[config.mk]
export PLATFORM = sky130hd
export DESIGN_NAME = reg16_access_bridge
export DESIGN_NICKNAME = d
export VERILOG_FILES = /design/src/rtl/reg16_bridge_pkg.sv /design/src/rtl/bridge_decode.sv /design/src/rtl/bridge_hold.sv /design/src/rtl/bridge_cmp_slot.sv /design/src/rtl/reg16_access_bridge.sv
export SDC_FILE = /design/constraint.sdc
export NUM_CORES = 1
export LEC_CHECK = 0
export BUFFER_PORTS_ARGS = -buffer_cell sky130_fd_sc_hd__buf_2
export CORE_ASPECT_RATIO = 1.5
export CORE_MARGIN = 2
export CORE_UTILIZATION = 30
export DETAILED_ROUTE_END_ITERATION = 8
export GPL_ROUTABILITY_DRIVEN = 0
export GPL_TIMING_DRIVEN = 0
export PLACE_DENSITY = 0.53
export SYNTH_ARGS = -nofsm -noshare
export SYNTH_HDL_FRONTEND = slang
export SYNTH_SLANG_ARGS = --single-unit
[constraint.sdc]
create_clock -name clk -period 4.8 [get_ports clk]
set_clock_uncertainty 0.1 [all_clocks]
set_input_delay 0.96 -clock clk [delete_from_list [all_inputs] [get_ports clk]]
set_output_delay 0.96 -clock clk [all_outputs]
set_load 0.005 [all_outputs]
[src/rtl/reg16_bridge_pkg.sv]
package reg16_bridge_pkg;

  localparam int BYTE_W = 8;

  typedef enum logic [1:0] {
    SEL_CNT  = 2'd0,
    SEL_CMPA = 2'd1,
    SEL_CMPB = 2'd2,
    SEL_NONE = 2'd3
  } reg_sel_e;

  // Register select from the two select bits of the bus address.
  function automatic reg_sel_e decode_sel(input logic [1:0] sel_bits);
    return reg_sel_e'(sel_bits);
  endfunction

  // Compare slot index (0-based) to its register select code.
  function automatic reg_sel_e slot_sel(input int slot);
    return reg_sel_e'(slot + 1);
  endfunction

endpackage

[src/rtl/bridge_decode.sv]
module bridge_decode
  import reg16_bridge_pkg::*;
#(
  parameter int ADDR_W = 3
) (
  input  logic [ADDR_W-1:0] addr,
  input  logic              wr,
  input  logic              rd,
  output reg_sel_e          sel,
  output logic              ev_wr_hi,
  output logic              ev_wr_lo,
  output logic              ev_rd_hi,
  output logic              ev_rd_lo,
  output logic              ev_rd_void
);
  logic valid;
  logic rd_eff;

  always_comb begin
    sel        = decode_sel(addr[2:1]);
    valid      = (sel != SEL_NONE);
    rd_eff     = rd && !wr;          // write wins when both strobes are high
    ev_wr_hi   = wr && valid && addr[0];
    ev_wr_lo   = wr && valid && !addr[0];
    ev_rd_hi   = rd_eff && valid && addr[0];
    ev_rd_lo   = rd_eff && valid && !addr[0];
    ev_rd_void = rd_eff && !valid;
  end
endmodule

[src/rtl/bridge_hold.sv]
module bridge_hold #(
  parameter int BYTE_W = 8,
  localparam int REG_W = 2 * BYTE_W
) (
  input  logic              clk,
  input  logic              rst_n,
  input  logic              ev_wr_hi,
  input  logic              ev_rd_hi,
  input  logic              ev_rd_lo,
  input  logic              ev_rd_void,
  input  logic [BYTE_W-1:0] wdata,
  input  logic [REG_W-1:0]  live_val,
  output logic [BYTE_W-1:0] hold_q,
  output logic [BYTE_W-1:0] rdata_q
);
  always_ff @(posedge clk) begin
    if (!rst_n) begin
      hold_q  <= '0;
      rdata_q <= '0;
    end else if (ev_wr_hi) begin
      hold_q <= wdata;
    end else if (ev_rd_lo) begin
      rdata_q <= live_val[BYTE_W-1:0];
      hold_q  <= live_val[REG_W-1:BYTE_W];
    end else if (ev_rd_hi) begin
      rdata_q <= hold_q;
    end else if (ev_rd_void) begin
      rdata_q <= '0;
    end
  end

  a_r4_high_read_from_hold: assert property (@(posedge clk) disable iff (!rst_n)
    ev_rd_hi |=> rdata_q == $past(hold_q));

  a_r2_rdata_steady: assert property (@(posedge clk) disable iff (!rst_n)
    !(ev_rd_hi || ev_rd_lo || ev_rd_void) |=> $stable(rdata_q));

  a_r5_hi_write_loads_hold: assert property (@(posedge clk) disable iff (!rst_n)
    ev_wr_hi |=> hold_q == $past(wdata));
endmodule

[src/rtl/bridge_cmp_slot.sv]
module bridge_cmp_slot #(
  parameter int REG_W = 16
) (
  input  logic             clk,
  input  logic             rst_n,
  input  logic             commit,
  input  logic [REG_W-1:0] commit_val,
  input  logic             pwm_mode,
  input  logic             at_bottom,
  output logic [REG_W-1:0] buf_q,
  output logic [REG_W-1:0] active_q
);
  logic [REG_W-1:0] buf_next;

  always_comb buf_next = commit ? commit_val : buf_q;

  always_ff @(posedge clk) begin
    if (!rst_n) begin
      buf_q    <= '0;
      active_q <= '0;
    end else begin
      buf_q <= buf_next;
      if (!pwm_mode)
        active_q <= buf_next;
      else if (at_bottom)
        active_q <= buf_q;
    end
  end

  a_r7_buf_holds: assert property (@(posedge clk) disable iff (!rst_n)
    !commit |=> $stable(buf_q));

  a_r11_direct_update: assert property (@(posedge clk) disable iff (!rst_n)
    (!pwm_mode && commit) |=> active_q == $past(commit_val));

  a_r12_pwm_waits_bottom: assert property (@(posedge clk) disable iff (!rst_n)
    (pwm_mode && !at_bottom) |=> $stable(active_q));
endmodule

[src/rtl/reg16_access_bridge.sv]
module reg16_access_bridge
  import reg16_bridge_pkg::*;
#(
  parameter int BYTE_W = reg16_bridge_pkg::BYTE_W,
  parameter int ADDR_W = 3,
  localparam int REG_W = 2 * BYTE_W,
  localparam int NUM_CMP = 2
) (
  input  logic              clk,
  input  logic              rst_n,
  input  logic [ADDR_W-1:0] bus_addr,
  input  logic [BYTE_W-1:0] bus_wdata,
  input  logic              bus_wr,
  input  logic              bus_rd,
  output logic [BYTE_W-1:0] bus_rdata,
  input  logic [REG_W-1:0]  cnt_value,
  input  logic              timer_tick_in,
  output logic              timer_tick_out,
  output logic              cnt_load,
  output logic [REG_W-1:0]  cnt_load_val,
  input  logic              pwm_mode,
  input  logic              at_bottom,
  output logic [REG_W-1:0]  cmp_a_active,
  output logic [REG_W-1:0]  cmp_b_active
);
  reg_sel_e          sel;
  logic              ev_wr_hi, ev_wr_lo, ev_rd_hi, ev_rd_lo, ev_rd_void;
  logic [BYTE_W-1:0] hold_q;
  logic [REG_W-1:0]  commit_val;
  logic [REG_W-1:0]  live_val;
  logic              cnt_commit;
  logic [REG_W-1:0]  cmp_buf    [NUM_CMP];
  logic [REG_W-1:0]  cmp_active [NUM_CMP];

  bridge_decode #(.ADDR_W(ADDR_W)) u_decode (
    .addr(bus_addr), .wr(bus_wr), .rd(bus_rd), .sel(sel),
    .ev_wr_hi(ev_wr_hi), .ev_wr_lo(ev_wr_lo),
    .ev_rd_hi(ev_rd_hi), .ev_rd_lo(ev_rd_lo), .ev_rd_void(ev_rd_void)
  );

  bridge_hold #(.BYTE_W(BYTE_W)) u_hold (
    .clk(clk), .rst_n(rst_n),
    .ev_wr_hi(ev_wr_hi), .ev_rd_hi(ev_rd_hi), .ev_rd_lo(ev_rd_lo),
    .ev_rd_void(ev_rd_void), .wdata(bus_wdata), .live_val(live_val),
    .hold_q(hold_q), .rdata_q(bus_rdata)
  );

  always_comb begin
    commit_val = {hold_q, bus_wdata};
    cnt_commit = ev_wr_lo && (sel == SEL_CNT);
  end

  // Live value of the selected register, seen by a low-byte read.
  always_comb begin
    live_val = '0;
    if (sel == SEL_CNT) live_val = cnt_value;
    for (int i = 0; i < NUM_CMP; i++)
      if (sel == slot_sel(i)) live_val = cmp_buf[i];
  end

  generate
    for (genvar g = 0; g < NUM_CMP; g++) begin : g_cmp
      logic slot_commit;
      always_comb slot_commit = ev_wr_lo && (sel == slot_sel(g));
      bridge_cmp_slot #(.REG_W(REG_W)) u_slot (
        .clk(clk), .rst_n(rst_n),
        .commit(slot_commit), .commit_val(commit_val),
        .pwm_mode(pwm_mode), .at_bottom(at_bottom),
        .buf_q(cmp_buf[g]), .active_q(cmp_active[g])
      );
    end
  endgenerate

  always_comb begin
    cmp_a_active = cmp_active[0];
    cmp_b_active = cmp_active[1];
  end

  always_ff @(posedge clk) begin
    if (!rst_n) begin
      cnt_load     <= 1'b0;
      cnt_load_val <= '0;
    end else begin
      cnt_load <= cnt_commit;
      if (cnt_commit) cnt_load_val <= commit_val;
    end
  end

  // A load overrides the count enable in the cycle it is applied.
  always_comb timer_tick_out = timer_tick_in && !cnt_load;

  a_r6_counter_commit: assert property (@(posedge clk) disable iff (!rst_n)
    (bus_wr && !bus_addr[0] && bus_addr[2:1] == 2'd0)
      |=> (cnt_load && cnt_load_val == $past({hold_q, bus_wdata})));

  a_r5_hi_write_no_load: assert property (@(posedge clk) disable iff (!rst_n)
    (bus_wr && bus_addr[0]) |=> !cnt_load);

  a_r13_unused_no_load: assert property (@(posedge clk) disable iff (!rst_n)
    (bus_wr && bus_addr[2:1] == 2'd3) |=> !cnt_load);

  a_r6_load_one_cycle: assert property (@(posedge clk) disable iff (!rst_n)
    (cnt_load && !$past(cnt_commit)) |-> 1'b0);
endmodule

# Word level (Yosys, flattened, before mapping)
# Index checks and enable logic that the tools add are counted.
[op_classes]
bitwise_logic = 1
n_eq_ne = 4
muxes = 14
n_reduce_logical = 20
[ops]
columns = ["operator", "count"]
rows = [
  ["16-bit 2-to-1 mux", 9],
  ["8-bit 2-to-1 mux", 5],
  ["1-bit logical AND", 12],
  ["1-bit zero test", 4],
  ["3-bit nonzero test", 1],
  ["2-bit by 1-bit equality test with 1-bit output, second input constant", 1],
  ["2-bit equality test, second input constant", 1],
  ["2-bit zero test", 1],
  ["2-bit by 1-bit inequality test with 1-bit output, second input constant", 1],
  ["2-bit inequality test, second input constant", 1],
  ["2-bit AND reduction", 1],
  ["2-bit nonzero test", 1],
  ["1-bit inverter", 1],
]
[totals]
word_cells = 47
regBits = 97

# Depth between registers and ports, before layout
# Gate-level depths: netlist (run 1).
[logic_depth]
depth_word = 6
ltp_mapped = 7
mapped_depth_nobuf = 4

# Cells and area by module
# A second synthesis (run 1) with hierarchy kept.
[unflattened]
hier_cells = 459
hier_area_um2 = 4784.6
[by_module_without_submodules]
columns = ["mod", "area_per_inst_um2", "instances", "cells_each", "seq_area_each_um2"]
rows = [
  ["bridge_cmp_slot", 1416.4, 2, 125, 640.6],
  ["reg16_access_bridge", 1061.0, 1, 115, 340.3],
  ["bridge_hold", 813.3, 1, 85, 320.3],
  ["bridge_decode", 77.6, 1, 9, 0.0],
]

# Worst setup path after synthesis (run 1)
# Ideal clock, no wire load.
[synth_path]
path_kind = "input to register"
start = "input port bus_addr[2]"
end = "register g_cmp[0].u_slot.active_q[5]"
required_ns = 4.567
arrival_time_ns = 1.964
cell_stages = 7
setup_time_ns = 0.133
n_path_buf = 3
slack_ns = 2.603
path_cell_list = "buf_6 -> nor2b_4 -> and3b_1 -> buf_4 -> buf_8 -> mux2i_1 -> a21oi_1"
[synth_between]
elab_chain_cells = 6
elab_cells_between_ends = 7
[synth_rtl]
columns = ["item", "line_no", "text"]
rows = [
  ["from (decl)", "reg16_access_bridge.sv:11", "input logic [ADDR_W-1:0] bus_addr,"],
  ["2-bit inequality test", "bridge_decode.sv:21", "valid = (sel != SEL_NONE);"],
  ["1-bit logical AND (2 in a row)", "bridge_decode.sv:24", "ev_wr_lo = wr && valid && !addr[0];"],
  ["1-bit logical AND *", "reg16_access_bridge.sv:64", "always_comb slot_commit = ev_wr_lo && (sel == slot_sel(g));"],
  ["16-bit 2-to-1 mux *", "bridge_cmp_slot.sv:15", "always_comb buf_next = commit ? commit_val : buf_q;"],
  ["16-bit 2-to-1 mux *", "bridge_cmp_slot.sv:23", "if (!pwm_mode)"],
  ["to (signal assigned)", "bridge_cmp_slot.sv:24", "active_q <= buf_next;"],
  ["to (signal assigned)", "bridge_cmp_slot.sv:26", "active_q <= buf_q;"],
  ["to (decl)", "bridge_cmp_slot.sv:11", "output logic [REG_W-1:0] active_q"],
]
# Every way passes the cells marked *; elsewhere a longest branch is shown, timed or not.
# A chain may end at the register's enable or synchronous reset.

# Final worst setup path (run 1)
[layout_path]
start = "input port timer_tick_in"
end = "output port timer_tick_out"
[layout_between]
elab_chain_cells = 1
[layout_rtl]
columns = ["item", "line_no", "text"]
rows = [
  ["from (decl)", "reg16_access_bridge.sv:17", "input logic timer_tick_in,"],
  ["1-bit logical AND", "reg16_access_bridge.sv:90", "always_comb timer_tick_out = timer_tick_in && !cnt_load;"],
  ["to (decl)", "reg16_access_bridge.sv:18", "output logic timer_tick_out,"],
]
# Every way passes these cells.

==> impl_metrics.tcl, run 1 <==
set metrics [dict create \
    register_area_um2 1940 \
    min_period_ns 2.34 \
    rsz0062_at_grt "no" \
    fin_cells 765 \
    clk_latency_ns 0.35 \
    cts_resized 0 \
    total_power_mw 1.76 \
    final_hold_viol_count 0 \
    clk_pin_slew_ns 0.06 \
    synth_ff_type "dfxtp_1" \
    yosys_register_bits 97 \
    critPathKind "in -> out" \
    area_growth_pct 23.1 \
    placedCellCount 750 \
    synthArstFlopShare 0 \
    synth_nets 502 \
    fin_setup_tns_ns 0 \
    ir_drop_v 0.000202 \
    p_leak_nw 2.15 \
    post-route-period-util 0.487 \
    core_region_area_um2 14000 \
    cp.arrival_ns 1.28 \
    drive_above_1_share 0.262 \
    drv_cap 0 \
    cp-start-kind "input port" \
    drt_pass1_iterations 4 \
    clock-root-buffer "clkbuf_16" \
    yosysWarnings 0 \
    grt_pass1_wl_um 20500 \
    hold_slack_ns 0.351 \
    tightest_slew_ns 0.561 \
    dpl.hpwl_um 10300 \
    htreeDepth 3 \
    hold_class "reg -> reg" \
    setup_viol 0 \
    fmax_mhz 428 \
    routed_wl_um 13400 \
    finalMaxSlewViolations 0 \
    vias 3742 \
    drt_iter0_drc 163 \
    outcome "finished clean" \
    yosysUniqueCellTypes 34 \
    synth.cell_area_um2 4280 \
    num_antenna_cells 0 \
    io_pins 92 \
    post-route-util 0.376 \
    ant_nets 0 \
    synth_cells 468 \
    syn_area_per_cell_um2 9.14 \
    grt_max_degree 16 \
    numCtsBuffers 9 \
    cts_hold_buffers 0 \
    die_y_um 150 \
    end_kind "output pin" \
    die-area_um2 15200 \
    rows 53 \
    cts.path.max_buffers 2 \
    start_util 0.306 \
    worst-path-max-fanout 1 \
    grt_usage 0.180 \
    synth-edff-count 0 \
    relSlewSlack 0.624 \
    p_per_area_nw_per_um2 334 \
    die-width_um 101 \
    io_buffers 90 \
    vias_per_cell 4.89 \
    synth-seq-area-share 0.454 \
    overflow 0 \
    cts.sinks 97 \
    nets 603 \
    grt_pass1_vias 3756 \
    detail_route.wl_per_cell_um 17.6 \
    multiInputGateArea_um2 2130 \
    antenna_found_initial 0 \
    cp_data_required_time_ns 3.74 \
    nFillCells 1465 \
    drc_errors 0 \
    tritoncts "built" \
    post_cts_buffers 0 \
]
routing by layer:
layer / part of all wire / vias up / global-route usage
li1: - / 1838 / -
met1: 0.38 / 1767 / 0.195
met2: 0.51 / 102 / 0.320
met3: 0.045 / 35 / 0.0265
met4: 0.057 / 0 / 0.116
met5: 0 / - / 0
power by group:
group / leakage [nW] / switching, mW / total, mW / internal [mW]
sequential: 0.790 / 0.0219 / 0.853 / 0.831
combinational: 1.21 / 0.103 / 0.182 / 0.0792
clock: 0.144 / 0.307 / 0.721 / 0.414
total: 2.15 / 0.432 / 1.76 / 1.32
state kept, by name, indices dropped and copies added, names as in the netlist:
register / count
g_cmp.u_slot.buf_q: 32
cnt_load: 1
g_cmp.u_slot.active_q: 32
u_hold.hold_q: 8
u_hold.rdata_q: 8
cnt_load_val: 16
final timing paths:
check	from	cells after the start	slack [ns]	to
worst max-delay path	timer_tick_in	3	2.46	timer_tick_out
worst min register to register	cnt_load_val[6]	2	0.35	cnt_load_val[6]
worst min-delay path	cnt_load_val[6]	2	0.35	cnt_load_val[6]
worst max register to register	g_cmp[1].u_slot.buf_q[14]	4	3.67	u_hold.hold_q[6]
cells in the mapped netlist, types with 2 or more instances:
library cell / instances / share of area
a21boi_1: 28 / 0.049
nand2b_1: 2 / 0.0029
o21ai_1: 2 / 0.0023
a21oi_1: 38 / 0.044
mux2i_1: 37 / 0.087
mux2_2: 21 / 0.055
o21ai_0: 30 / 0.035
a31oi_1: 6 / 0.0088
buf_6: 3 / 0.0079
nand2_1: 66 / 0.058
buf_4: 2 / 0.0035
dfxtp_1: 97 / 0.45
a221o_1: 8 / 0.019
nor2_1: 32 / 0.028
nor2b_1: 25 / 0.037
or2_1: 8 / 0.012
buf_2: 14 / 0.016
o22ai_1: 6 / 0.0088
o221ai_1: 11 / 0.023
clkbuf_1: 18 / 0.016
through the flow:
step,worst slack [ns],cell area [um2]
6_report,2.46,5260
5_1_grt,2.34,5260
4_1_cts,2.46,5260
3_5_place_dp,2.13,4970
3_3_place_gp,2.14,4970
2_1_floorplan,2.60,4280
placed cells by master (no fill, tap or decap), types with 18 or more instances in the layout:
| master | instances |
|---|---|
| nand2_1 | 66 |
| buf_2 | 104 |
| a21oi_1 | 38 |
| mux2_2 | 21 |
| mux2i_1 | 37 |
| a21boi_1 | 28 |
| dfxtp_1 | 97 |
| nor2b_1 | 25 |
| o21ai_0 | 30 |
| clkbuf_1 | 18 |
| nor2_1 | 32 |
kinds of logic after synthesis:
logic type,share of synthesized area
AO/OA/AOI/OAI,0.193
buffers and inverters,0.0489
flip-flops,0.454
multiplexers,0.142
AND/OR/NAND/NOR,0.163
layout make-up:
cell class	instances	area share
clock buffers	10	0.0454
well taps	192	0.0456
multi-input cells	331	0.404
repair buffers	90	0.0856
clock inverters	5	0.0107
flip-flops and latches	97	0.369
inverters	1	0.000713
plain buffers	39	0.0390
critical path: stages:
cell and delay (ns):
buf_2 0.09, nor2b_1 0.11, buf_2 0.12
Note: power is estimated with default switching activity, not from simulation.
==> run 2, diff against run 1 <==
- ABC_AREA: not set -> 1
- PLACE_DENSITY: 0.53 -> 0.55
- clock period: 4.8 -> 2 ns (I/O delays scaled with it)
==> run 2 against run 1 <==
  * Clock power grew to 2.6 times the previous value
  * Register-to-register slack worse by 2.7 ns
  * Largest power group unchanged
  * Critical path type is now in -> reg
  * Final cell count rose by 28%
  * Clock-buffer cell count down 1
  * Via count up 23%
  * Critical endpoint is now g_cmp[0].u_slot.active_q[9]
==> impl_metrics.tcl, run 2 <==
set metrics [dict create \
    vias 4591 \
    netlist.top_cell.by_area "dfxtp_1" \
    grt_pass1_wl_um 24400 \
    antenna_found_initial 0 \
    min_period_ns 1.50 \
    wl_met3_um 642 \
    clkPwrFrac 0.428 \
    post-route-period-util 0.748 \
    synth_cells 676 \
    tightest_slew_ns 0.613 \
    p_per_area_nw_per_um2 791 \
    cts.sinks 97 \
    r2r_slack_ns 0.97 \
    end_kind "register" \
    synthArstFlopShare 0 \
    worstPathCellList "buf_2 > inv_1 > or2_2 > clkbuf_1 > buf_2 > o22ai_1 > nand2_1 > nand2_1" \
    drv_cap 0 \
    grt_max_degree 19 \
    register_area_um2 1940 \
    htreeDepth 3 \
    yosys_register_bits 97 \
    largestRegisters "g_cmp.u_slot.active_q: 32 flops, g_cmp.u_slot.buf_q: 32 flops, cnt_load_val: 16 flops" \
    setup_viol 0 \
    clock-root-buffer "clkbuf_16" \
    internal_power_mw 3.15 \
    comb_power_share 0.107 \
    ir_drop_v 0.000387 \
    critPathLaunch "pwm_mode" \
    met1_length_um 6650 \
    rsz0062_at_grt "no" \
    nets 809 \
    synth_nets 710 \
    routed.top_layer "met4" \
    hold_class "in -> reg" \
    worstReg2RegStart "u_hold.hold_q[2]" \
    nFillCells 1678 \
    yosys.area_share.simple 0.361 \
    cts_hold_buffers 0 \
    grt_pass1_vias 4520 \
    outcome "finished clean" \
    post_cts_buffers 0 \
    worst-path-max-fanout 10 \
    cts.path.max_buffers 2 \
    numCtsBuffers 9 \
    multiInputGateArea_um2 2040 \
    slowest_stage "buf_2" \
    synthMostInstantiatedCell "nand2_1" \
    synth_mux_area_frac 0 \
    die-width_um 104 \
    synth_ff_type "dfxtp_1" \
    p_leak_nw 2.75 \
    final_cell_mix "nand2_1 (209), buf_2 (101), dfxtp_1 (97)" \
    ys_top_cells_by_area "dfxtp_1 (43%), nand2_1 (17%), inv_1 (7.8%), nand3_1 (5.6%), nand4_1 (4.7%)" \
    drt_pass1_iterations 5 \
    cp-start-kind "input port" \
    finalWorstSetupSlack_ns 0.505 \
    cp_data_required_time_ns 2.15 \
    clk_pin_slew_ns 0.07 \
    synth_compound_area_frac 0.0867 \
    placedCellCount 963 \
    r2r_end "g_cmp[1].u_slot.active_q[10]" \
    relSlewSlack 0.592 \
    yosysUniqueCellTypes 25 \
    routed_wl_um 15900 \
    core_region_area_um2 14900 \
    detail_route.wl_per_cell_um 16.2 \
    crit_end "g_cmp[0].u_slot.active_q[9]" \
    vias_per_cell 4.69 \
    dr_wl_met2_um 7880 \
    synth.cell_area_um2 4540 \
    finalMaxSlewViolations 0 \
    p_switching_mw 1.24 \
    synth-seq-area-share 0.427 \
    clk_latency_ns 0.36 \
    grt_usage 0.198 \
    drc_errors 0 \
    critPathKind "in -> reg" \
    layout_commonest_cell "nand2_1" \
    io_pins 92 \
    drt_iter0_drc 211 \
    ant_nets 0 \
    start_util 0.304 \
    drive_above_1_share 0.176 \
    yosys.area_share.adder 0 \
    io_buffers 88 \
    fin_cells 979 \
    total_power_mw 4.39 \
    area_growth_pct 22.0 \
    synth_top_family_by_area "simple AND/OR/NAND/NOR gates" \
    final_hold_viol_count 0 \
    pwr-share-seq 0.465 \
    die-area_um2 16200 \
    synth_top_area_share 0.427 \
    dpl.hpwl_um 12200 \
    swShare 0.283 \
    num_antenna_cells 0 \
    cts_resized 0 \
    cp_slowest_stage_delay_ns 0.30 \
    die_y_um 155 \
    syn_area_per_cell_um2 6.72 \
    rows 55 \
    overflow 0 \
    cp.arrival_ns 1.64 \
    synthTopCellsByCount "nand2_1 (209), dfxtp_1 (97), inv_1 (95)" \
    tritoncts "built" \
    synth-edff-count 0 \
    dpl_cell_area_um2 5230 \
    fin_setup_tns_ns 0 \
    synth_xor_area_frac 0 \
    r2r_cells 4 \
    fmax_mhz 669 \
    yosysWarnings 0 \
    stdcell_area_um2 5550 \
    place_ws_ns 0.145 \
]
==> run 2: layout make-up <==
cell class | count | share of cell area
Clock buffer | 9 | 0.0406
Clock inverter | 7 | 0.0156
Multi-Input combinational cell | 439 | 0.367
Tap cell | 199 | 0.0449
Sequential cell | 97 | 0.350
Inverter | 101 | 0.0688
Timing Repair Buffer | 88 | 0.0794
Buffer | 39 | 0.0334
==> run 2: worst max-delay path, delay by kind of cell <==
family | cells | cell delay (ns)
AND/OR/NAND/NOR | 3 | 0.27
AO/OA/AOI/OAI | 1 | 0.10
buffers and inverters | 4 | 0.86
==> run 2: per-layer routing <==
| metal | vias up | global-route usage |
|---|---|---|
| met5 | - | 0 |
| met4 | 0 | 0.102 |
| met3 | 35 | 0.0316 |
| met2 | 126 | 0.348 |
| met1 | 2057 | 0.232 |
| li1 | 2373 | - |
==> run 2: stage by stage <==
stage | utilization | hold WS (ns)
after CTS | 0.371 | 0.257
after global routing | 0.371 | 0.267
after detailed placement | 0.350 | 0.377
after floorplan | - | 0.379
final | 0.371 | 0.255
after global placement | 0.350 | 0.366
==> run 2: power groups by stage <==
stage	logic, mW	registers (mW)	clock network (mW)
2_1_floorplan	0.283	2.07	0
3_3_place_gp	0.468	2.08	0
3_5_place_dp	0.470	2.08	0
4_1_cts	0.472	2.04	1.89
5_1_grt	0.523	2.05	1.97
6_report	0.471	2.04	1.88
==> run 2: worst min-delay path by stage <==
| stage | from | end | slack, ns | depth (start not counted) |
|---|---|---|---|---|
| after floorplan | cnt_load_val[0] | cnt_load_val[0] | 0.38 | 2 |
| after global placement | cnt_load_val[15] | cnt_load_val[15] | 0.37 | 2 |
| after detailed placement | cnt_load_val[15] | cnt_load_val[15] | 0.38 | 2 |
| after CTS | bus_wdata[6] | u_hold.hold_q[6] | 0.26 | 5 |
| after global routing | bus_wdata[3] | u_hold.hold_q[3] | 0.27 | 5 |
| final | bus_wdata[6] | u_hold.hold_q[6] | 0.25 | 5 |
==> run 2: logic make-up after synthesis <==
kind of cell / Yosys count
AO/OA/AOI/OAI: 69
buffers and inverters: 140
flip-flops: 97
AND/OR/NAND/NOR: 370
==> run 3, diff against run 2 <==
- PLACE_DENSITY: 0.55 -> 0.53
- clock period: 2 -> 1.56 ns (I/O delays scaled with it)
==> run 3 against run 2 <==
  * Largest cell class unchanged
  * Sequential share of layout area increased by 0.15 points
  * Power increased by 24%
  * Highest routed layer unchanged
  * Critical path depth unchanged
  * Non-clock buffer count unchanged
  * Design area shrank 0.43%
  * First-iteration DRC count increased by 10%
  * Final cell count unchanged
  * Register-to-register slack worse by 0.45 ns
  * Critical endpoint is now g_cmp[0].u_slot.active_q[14]
  * Utilization down 0.16 points
  * Sequential cell count unchanged
  * Global-route usage increased by 0.17 points
==> impl_metrics.tcl, run 3 (same netlist as run 2, synthesis figures left out) <==
set metrics [dict create \
    outcome "finished clean" \
    core_region_area_um2 14900 \
    p_leak_nw 2.74 \
    start_util 0.304 \
    ant_nets 0 \
    cp_slowest_stage_delay_ns 0.30 \
    grt_max_degree 19 \
    met2_usage 0.358 \
    cp.arrival_ns 1.56 \
    overflow 0 \
    stdcell_area_um2 5520 \
    cp_data_required_time_ns 1.70 \
    fin_setup_tns_ns 0 \
    hold_class "in -> reg" \
    grt_pass1_vias 4414 \
    io_pins 92 \
    cts.path.max_buffers 2 \
    register_area_um2 1940 \
    tritoncts "built" \
    nets 809 \
    place_ws_ns -0.216 \
    finalWorstSetupSlack_ns 0.144 \
    setup_viol 0 \
    ir_drop_v 0.000511 \
    numCtsBuffers 9 \
    drt_iter0_drc 233 \
    grt-busiest-layer "met2" \
    detail_route.wl_per_cell_um 16.4 \
    die-width_um 104 \
    grt_usage 0.200 \
    critPathKind "in -> reg" \
    clk_pin_slew_ns 0.07 \
    worstPathCellList "buf_2 > inv_1 > or2_2 > clkbuf_1 > buf_2 > o22ai_1 > nand2_1 > nand2_1" \
    largestRegisters "g_cmp.u_slot.active_q: 32 flops, g_cmp.u_slot.buf_q: 32 flops, cnt_load_val: 16 flops" \
    post-route-util 0.370 \
    p_per_area_nw_per_um2 984 \
    worst-path-max-fanout 10 \
    slowest_stage "buf_2" \
    nFillCells 1689 \
    cts_resized 0 \
    hold_slack_ns 0.162 \
    tightest_slew_ns 0.614 \
    rsz0062_at_grt "no" \
    post_cts_buffers 0 \
    end_kind "register" \
    clk_latency_ns 0.35 \
    vias_per_cell 4.70 \
    htreeDepth 3 \
    drt_pass1_iterations 5 \
    layout_commonest_cell "nand2_1" \
    gr-usage-met3 0.0320 \
    fin_cells 979 \
    clock-root-buffer "clkbuf_16" \
    placedCellCount 963 \
    relSlewSlack 0.590 \
    antenna_found_initial 0 \
    min_period_ns 1.42 \
    post-route-period-util 0.907 \
    final_cell_mix "nand2_1 (209), buf_2 (101), dfxtp_1 (97)" \
    fmax_mhz 706 \
    critPathLaunch "pwm_mode" \
    multiInputGateArea_um2 2040 \
    die_y_um 155 \
    total_power_mw 5.44 \
    dpl.hpwl_um 12200 \
    cts.sinks 97 \
    routed_wl_um 16000 \
    area_growth_pct 21.5 \
    io_buffers 88 \
    cp-start-kind "input port" \
    cts_hold_buffers 0 \
    drive_above_1_share 0.176 \
    num_antenna_cells 0 \
    drc_errors 0 \
    dpl_cell_area_um2 5230 \
    vias 4606 \
    hold_start "bus_wdata[6]" \
    rows 55 \
    grt_pass1_wl_um 24300 \
    finalMaxSlewViolations 0 \
    worstReg2RegStart "u_hold.hold_q[2]" \
    final_hold_viol_count 0 \
    drv_cap 0 \
    die-area_um2 16200 \
    gr-usage-met1 0.234 \
]
## run 3: cell count changes in the layout (fill, tap and decap cells not counted), sizes merged
cell | previous run | this run
inv | 105 | 104
bufinv | 1 | 0
clkinv | 1 | 3
## run 3: layer usage
metal,share of wire,vias to the layer above,wire (um)
met5,0,-,0
met4,0.032,0,512
met3,0.040,24,633
met2,0.51,127,8100
met1,0.42,2096,6780
li1,-,2359,-
## run 3: layout make-up
type / instances / area share
multi-input cells: 439 / 0.369
flip-flops and latches: 97 / 0.352
repair buffers: 88 / 0.0798
inverters: 101 / 0.0691
well taps: 199 / 0.0451
clock buffers: 9 / 0.0408
plain buffers: 39 / 0.0335
clock inverters: 7 / 0.0113
## run 3: power by group
part,leakage (nW),internal [mW],switching (mW)
registers,0.788,2.56,0.0581
clock network,0.139,1.11,1.10
logic,1.82,0.194,0.411
total,2.74,3.87,1.57
## run 3: final timing paths
| check | to | slack [ns] | depth (start not counted) |
|---|---|---|---|
| setup / recovery | g_cmp[0].u_slot.active_q[14] | 0.14 | 8 |
| hold / removal | u_hold.hold_q[6] | 0.16 | 5 |
| setup reg to reg | g_cmp[1].u_slot.active_q[10] | 0.52 | 4 |
| hold reg to reg | cnt_load_val[14] | 0.39 | 2 |
## run 3: worst max-delay path: cells and delay by family
family / cells / cell delay (ns)
and+or+nand+nor: 3 / 0.29
buffers and inverters: 4 / 0.85
AOI/OAI and AO/OA: 1 / 0.09
